===== src/rtl/gpio_irq_pkg.sv =====
package gpio_irq_pkg;
  typedef enum logic [1:0] {
    TRIG_LVL_HI = 2'b00,
    TRIG_LVL_LO = 2'b01,
    TRIG_RISE   = 2'b10,
    TRIG_FALL   = 2'b11
  } trig_e;

  localparam int FIELDS_PER_WORD = 16;

  // word index = byte offset / 4
  localparam int WIDX_TYPE_UPPER = 0;
  localparam int WIDX_TYPE_LOWER = 1;
  localparam int WIDX_MASK       = 2;
  localparam int WIDX_CTRL       = 3;
  localparam int WIDX_PEND       = 4;

  localparam int CTRL_EN_BIT   = 0;
  localparam int CTRL_SEL_BIT  = 1;
  localparam int CTRL_FLAG_BIT = 2;
endpackage


===== src/rtl/irq_pin_sampler.sv =====
module irq_pin_sampler #(
  parameter int W = 32
) (
  input  logic         clk,
  input  logic         rst,
  input  logic [W-1:0] pins_i,
  input  logic         stb_i,
  output logic [W-1:0] cur_o,
  output logic [W-1:0] prev_o
);
  logic [W-1:0] meta_q, sync_q, prev_q;

  always_ff @(posedge clk) begin
    if (rst) begin
      meta_q <= '0;
      sync_q <= '0;
      prev_q <= '0;
    end else begin
      meta_q <= pins_i;
      sync_q <= meta_q;
      if (stb_i) prev_q <= sync_q;
    end
  end

  assign cur_o  = sync_q;
  assign prev_o = prev_q;
endmodule


===== src/rtl/irq_trig_detect.sv =====
module irq_trig_detect
  import gpio_irq_pkg::*;
#(
  parameter int W = 32
) (
  input  logic           stb_i,
  input  logic [W-1:0]   cur_i,
  input  logic [W-1:0]   prev_i,
  input  logic [2*W-1:0] types_i,
  output logic [W-1:0]   evt_o
);
  for (genvar i = 0; i < W; i++) begin : g_pin
    logic hit;
    always_comb begin
      unique case (trig_e'(types_i[2*i +: 2]))
        TRIG_LVL_HI: hit = cur_i[i];
        TRIG_LVL_LO: hit = !cur_i[i];
        TRIG_RISE:   hit = cur_i[i] && !prev_i[i];
        TRIG_FALL:   hit = !cur_i[i] && prev_i[i];
        default:     hit = 1'b0;
      endcase
    end
    assign evt_o[i] = stb_i && hit;
  end
endmodule


===== src/rtl/gpio_port_irq.sv =====
module gpio_port_irq
  import gpio_irq_pkg::*;
#(
  parameter int NPINS  = 32,
  parameter int ADDR_W = 5
) (
  input  logic              clk,
  input  logic              rst,
  input  logic [NPINS-1:0]  pins_i,
  input  logic              fast_stb_i,
  input  logic              slow_stb_i,
  input  logic              bus_wr_i,
  input  logic              bus_rd_i,
  input  logic [ADDR_W-1:0] bus_addr_i,
  input  logic [31:0]       bus_wdata_i,
  output logic [31:0]       bus_rdata_o,
  output logic              irq_o
);
  localparam int WIDX_W = ADDR_W - 2;

  logic [31:0]        type_upper_q, type_lower_q;
  logic [NPINS-1:0]   mask_q, pend_q, evt;
  logic [NPINS-1:0]   pin_cur, pin_prev;
  logic [2*NPINS-1:0] pin_types;
  logic               ctrl_en_q, ctrl_sel_q, flag_q, irq_q;
  logic               sample_en;
  logic [31:0]        rdata_q, rd_mux;
  logic [WIDX_W-1:0]  widx;
  logic               aligned;

  assign sample_en = ctrl_sel_q ? fast_stb_i : slow_stb_i;
  assign widx      = bus_addr_i[ADDR_W-1:2];
  assign aligned   = (bus_addr_i[1:0] == 2'b00);

  function automatic logic hits(input int idx);
    return aligned && (int'(widx) == idx);
  endfunction

  // lower pins live in the second word, upper pins in the first
  for (genvar i = 0; i < NPINS; i++) begin : g_type
    if (i < FIELDS_PER_WORD) begin : g_lo
      assign pin_types[2*i +: 2] = type_lower_q[2*i +: 2];
    end else begin : g_hi
      assign pin_types[2*i +: 2] = type_upper_q[2*(i-FIELDS_PER_WORD) +: 2];
    end
  end

  irq_pin_sampler #(.W(NPINS)) u_sampler (
    .clk    (clk),
    .rst    (rst),
    .pins_i (pins_i),
    .stb_i  (sample_en),
    .cur_o  (pin_cur),
    .prev_o (pin_prev)
  );

  irq_trig_detect #(.W(NPINS)) u_detect (
    .stb_i   (sample_en),
    .cur_i   (pin_cur),
    .prev_i  (pin_prev),
    .types_i (pin_types),
    .evt_o   (evt)
  );

  logic wr_pend, wr_ctrl;
  logic [NPINS-1:0] clr_bits;
  assign wr_pend  = bus_wr_i && hits(WIDX_PEND);
  assign wr_ctrl  = bus_wr_i && hits(WIDX_CTRL);
  assign clr_bits = wr_pend ? bus_wdata_i[NPINS-1:0] : '0;

  always_ff @(posedge clk) begin
    if (rst) begin
      type_upper_q <= '0;
      type_lower_q <= '0;
      mask_q       <= '0;
      ctrl_en_q    <= 1'b0;
      ctrl_sel_q   <= 1'b0;
      flag_q       <= 1'b0;
      pend_q       <= '0;
      irq_q        <= 1'b0;
    end else begin
      if (bus_wr_i && hits(WIDX_TYPE_UPPER)) type_upper_q <= bus_wdata_i;
      if (bus_wr_i && hits(WIDX_TYPE_LOWER)) type_lower_q <= bus_wdata_i;
      if (bus_wr_i && hits(WIDX_MASK))       mask_q <= bus_wdata_i[NPINS-1:0];
      if (wr_ctrl) begin
        ctrl_en_q  <= bus_wdata_i[CTRL_EN_BIT];
        ctrl_sel_q <= bus_wdata_i[CTRL_SEL_BIT];
      end
      // new events win over a same-cycle clear
      pend_q <= (pend_q & ~clr_bits) | evt;
      flag_q <= (flag_q && !(wr_ctrl && bus_wdata_i[CTRL_FLAG_BIT])) || (|(evt & mask_q));
      irq_q  <= ctrl_en_q && (|(pend_q & mask_q));
    end
  end

  always_comb begin
    rd_mux = '0;
    if (hits(WIDX_TYPE_UPPER)) rd_mux = type_upper_q;
    if (hits(WIDX_TYPE_LOWER)) rd_mux = type_lower_q;
    if (hits(WIDX_MASK))       rd_mux = 32'(mask_q);
    if (hits(WIDX_CTRL)) begin
      rd_mux[CTRL_EN_BIT]   = ctrl_en_q;
      rd_mux[CTRL_SEL_BIT]  = ctrl_sel_q;
      rd_mux[CTRL_FLAG_BIT] = flag_q;
    end
    if (hits(WIDX_PEND))       rd_mux = 32'(pend_q);
  end

  always_ff @(posedge clk) begin
    if (rst)           rdata_q <= '0;
    else if (bus_rd_i) rdata_q <= rd_mux;
  end

  assign bus_rdata_o = rdata_q;
  assign irq_o       = irq_q;

  // ---------------- assertions ----------------
  assert_no_evt_off_strobe_R9: assert property (@(posedge clk) disable iff (rst)
    !sample_en |-> (evt == '0));

  assert_pend_set_by_evt_R6: assert property (@(posedge clk) disable iff (rst)
    (|(pend_q & ~$past(pend_q))) |-> $past(|evt));

  assert_pend_clr_by_write_R6: assert property (@(posedge clk) disable iff (rst)
    (|($past(pend_q) & ~pend_q)) |-> $past(wr_pend));

  assert_irq_needs_enable_R8: assert property (@(posedge clk) disable iff (rst)
    irq_o |-> $past(ctrl_en_q));

  assert_flag_from_unmasked_R10: assert property (@(posedge clk) disable iff (rst)
    $rose(flag_q) |-> $past(|(evt & mask_q)));

  assert_unmapped_reads_zero_R11: assert property (@(posedge clk) disable iff (rst)
    (bus_rd_i && (!aligned || int'(widx) > WIDX_PEND)) |=> (bus_rdata_o == 32'd0));

  for (genvar i = 0; i < NPINS; i++) begin : g_chk
    assert_level_refire_R5: assert property (@(posedge clk) disable iff (rst)
      (sample_en && pin_types[2*i +: 2] == TRIG_LVL_HI && pin_cur[i]) |=> pend_q[i]);
  end
endmodule


===== config.mk =====
export PLATFORM = sky130hd
export DESIGN_NAME = gpio_port_irq
export DESIGN_NICKNAME = d
export VERILOG_FILES = /design/src/rtl/gpio_irq_pkg.sv /design/src/rtl/irq_pin_sampler.sv /design/src/rtl/irq_trig_detect.sv /design/src/rtl/gpio_port_irq.sv
export SDC_FILE = /design/constraint.sdc
export NUM_CORES = 1
export LEC_CHECK = 0
export BUFFER_PORTS_ARGS = -buffer_cell sky130_fd_sc_hd__buf_2
export CORE_UTILIZATION = 50
export CTS_BUF_LIST = sky130_fd_sc_hd__clkbuf_4 sky130_fd_sc_hd__clkbuf_8
export CTS_CLUSTER_SIZE = 30
export DETAILED_ROUTE_END_ITERATION = 12
export HOLD_SLACK_MARGIN = 0.12
export PLACE_DENSITY = 0.7
export SYNTH_ARGS = -nofsm -noshare
export SYNTH_HDL_FRONTEND = slang
export SYNTH_HIERARCHICAL = 1
export SYNTH_SLANG_ARGS = --single-unit

===== constraint.sdc =====
create_clock -name clk -period 4.16 [get_ports clk]
set_input_delay 0.832 -clock clk [delete_from_list [all_inputs] [get_ports clk]]
set_output_delay 0.832 -clock clk [all_outputs]
set_load 0.01 [all_outputs]

==> results.md <==
* DRC violations left at 0
* Count of inserted antenna diode cells at 0
* Fraction of final layout cells sized beyond drive strength 1 at 17.29%
* Gates resized, CTS repair at 0
* Wire length of the first global-routing pass at 53240 um
* Count of endpoints failing setup in the final report at 0
* Worst-path fanout max at 30
* Transition time of the tightest slew-check pin at 839.6 ps
* Class of the tightest hold or removal check: reg -> reg
* Startpoint of the tightest hold check path: u_sampler/meta_q[1]
* Highest attainable clock frequency at 375.3 MHz
* Largest incremental delay on the critical path at around 640 ps
* Area occupied by multi-input gates at 5433 um2
* Antenna viol nets, final at 0
* Number of pins exceeding their max-slew limit in the final report at 0
* Setup slack after placement at around 1100 ps
* Type of element capturing the critical path: register
* FF-to-FF setup slack at roughly 1500 ps
* Count of hold buffers inserted by post-cts repair at 0
* Die Area at around 23000 um2
* CTS buffer count at between 40 and 50
* Iteration-0 DRC count of the detailed router at around 900
* Final clock skew at 31.23 ps
* Setup repair after global routing missed its margin: false
* Post-synthesis register bit count at between 200 and 300
* Crit path to: flag_q
* Type of origin of the critical path: register
* Final non-filler cell total at 1720
* Sequential share of the synthesized area at 46.37%
* WP data required at 4570 ps
* NumNets Final at around 1500
* Top-level port count at 108
* Clock tree from TritonCTS: yes
* Via count at 10238
* Fraction of the cycle the final worst path needs at 64.04%
* Area of the mapped netlist at approximately 11000 um2
* Shortest clock period the worst path allows after layout at about 2700 ps
* Synthesized area per cell at 8.465 um2
* Worst vdd ir at 259.7 uV
* Iteration count of the initial detailed-routing pass at 5
* Utilization after layout at 58.66%
* Initial cell density of the core at 51.27%
* Sum of buffers and inverters on the critical path at 2
* Setup total negative slack at 0 ps
* Routed WL at 34140 um
* Port Buf Inserts at 107
* Number of logic stages on the critical path including buffering at 8
* Count of buffers added by post-CTS timing repair for setup at 0
* Cells along the critical path: mux2_2 -> buf_4 -> buf_4 -> a21boi_2 -> a22oi_1 -> nand4_1 -> nor4_1 -> a21oi_1
* Depth of the most critical reg-to-reg path at 8
* Area post-placement at 11860 um2
* Worst Hold Slack at roughly 420 ps
* Number of flops mapped to enable cells by yosys at 0
* Kind of cell with the highest combined delay on the critical path: multiplexers
* Die outline width at 151.8 um
* Count of final hold-check violations at 0
* Combined global-route utilization of all metal layers at 29.11%
* Clock insertion delay at the later pin of the skew report at 560 ps
* Yosys Warn Count at 6
* Total area of sequential cells at 5205 um2
* Post-synth net total at ~1400
* Startpoint of the most critical register-to-register path: ctrl_sel_q
* Maximum buffer depth of the clock tree at 3
* Pin count of the biggest net entering global routing at 127
* Async SR Flop Fraction at 0%
* WP data arrival at between 3000 and 4000 ps
* H-tree levels at 2
* Reported leakage power at 4.506 nW
* Initial antenna violation count at 1
* Worst setup path class: reg -> reg
* GPL Wtd Cong at 0.9170
* Global route total overflow at 0
* Register clock-pin slew on the reported worst setup and hold paths at ~60 ps
* Count of mapped cells out of synthesis at 1326
* Fill cell count at 1993
* Power density over the cells at 429.6 nW/um2
* Most common library cell in the layout ignoring fill and taps: sky130_fd_sc_hd__dfxtp_1
* Final critical-path setup slack at 1496 ps
* Chip height at 151.8 um
* Slowest library cell on the worst path: sky130_fd_sc_hd__mux2_2
* Via count of the first global-routing pass at 9541
* Area of the core at 21890 um2
* Wire length per cell at between 15 and 20 um
* Layout overhead on the synthesized area at 14.41%
* Count of clock tree sinks at 260
* Estimated wirelength of the detail-placed design at 23700 um
* Vias per inst at approximately 6.0
* Rel. slew slack at 44.03%
* Buffer type at the clock tree root: sky130_fd_sc_hd__clkbuf_8
* Post-route cell area at 12840 um2
* Sum of internal, switching and leakage power at ~5.5 mW
* Most instantiated flip-flop cell in the synthesis netlist: sky130_fd_sc_hd__dfxtp_1
* Maximum capacitance violations at 0
* Cell row count at 54
* Placed cell count at 1643
* Status: completed
* Most repeated library cell on the critical path: sky130_fd_sc_hd__buf_4
* Leading cell types in the layout, fill and taps excluded: sky130_fd_sc_hd__dfxtp_1, sky130_fd_sc_hd__nand2_1, sky130_fd_sc_hd__a21oi_1
* Worst reg2reg path endpoint: flag_q
* Synth cell types at 40
* Crit path launch: ctrl_sel_q
power by group:
part / leakage (nW) / switching, mW / internal, mW / total [mW]
sequential: 2.12 / 0.0499 / 2.56 / 2.61
combinational: 1.88 / 0.242 / 0.142 / 0.384
clock: 0.509 / 1.02 / 1.50 / 2.52
logic make-up after synthesis:
| kind of cell | Yosys count | share of synthesized area (%) |
|---|---|---|
| buf+inv | 121 | 5.228 |
| mux | 47 | 4.314 |
| compound gates | 345 | 20.14 |
| flops | 260 | 46.37 |
| simple gates | 553 | 23.94 |
worst min-delay path by stage:
stage	to	slack, ps	cells past startpoint
final	u_sampler/cur_o[1]	420	1
after global routing	u_sampler/cur_o[1]	440	1
after CTS	u_sampler/cur_o[1]	420	1
after detailed placement	u_sampler/cur_o[14]	420	1
after global placement	u_sampler/cur_o[0]	420	1
after floorplan	u_sampler/cur_o[0]	410	1
area by class of cell:
class	count	area share, %
clock buffer	70	6.723
clock inverter	7	0.9158
inverter	21	0.6138
multi-input combinational	945	42.30
sequential	260	40.53
tap	280	2.728
timing repair buffer	137	6.187
layer usage:
metal  part of all wire, %  track usage [%]  wire (um)
met5                     0                0          0
met4                   4.5            14.38       1538
met3                   9.4            5.847       3213
met2                    43            43.79      14740
met1                    43            39.78      14660
registers in the layout (all words and copies together) (netlist names):
signal            cells
bus_rdata_o          32
type_upper_q         32
flag_q                1
type_lower_q         32
u_sampler/cur_o      32
pend_q               32
irq_o                 1
mask_q               32
u_sampler/prev_o     32
u_sampler/meta_q     32
ctrl_en_q             1
ctrl_sel_q            1
synth_stat cells, types with 4 or more instances:
cell type	count	share of area (%)
sky130_fd_sc_hd__inv_1	21	0.70
sky130_fd_sc_hd__o2111ai_1	20	1.6
sky130_fd_sc_hd__dfxtp_1	260	46
sky130_fd_sc_hd__a22oi_1	42	2.8
sky130_fd_sc_hd__mux2i_1	45	4.0
sky130_fd_sc_hd__a211oi_1	10	0.67
sky130_fd_sc_hd__clkbuf_1	60	2.0
sky130_fd_sc_hd__buf_6	4	0.40
sky130_fd_sc_hd__nor2_1	100	3.3
sky130_fd_sc_hd__nand2b_1	34	1.9
sky130_fd_sc_hd__nand4_1	40	2.2
sky130_fd_sc_hd__o21ai_0	41	1.8
sky130_fd_sc_hd__o2bb2ai_1	11	0.86
sky130_fd_sc_hd__a21boi_2	30	3.0
sky130_fd_sc_hd__a21oi_1	163	7.3
sky130_fd_sc_hd__buf_4	7	0.47
sky130_fd_sc_hd__buf_2	22	0.98
sky130_fd_sc_hd__nand3b_1	32	2.1
sky130_fd_sc_hd__nor2b_1	68	3.8
sky130_fd_sc_hd__nor3b_1	21	1.4
sky130_fd_sc_hd__a311oi_1	20	1.6
sky130_fd_sc_hd__buf_1	4	0.13
sky130_fd_sc_hd__nand2_1	244	8.2
Power figures use the tool's default switching activity.
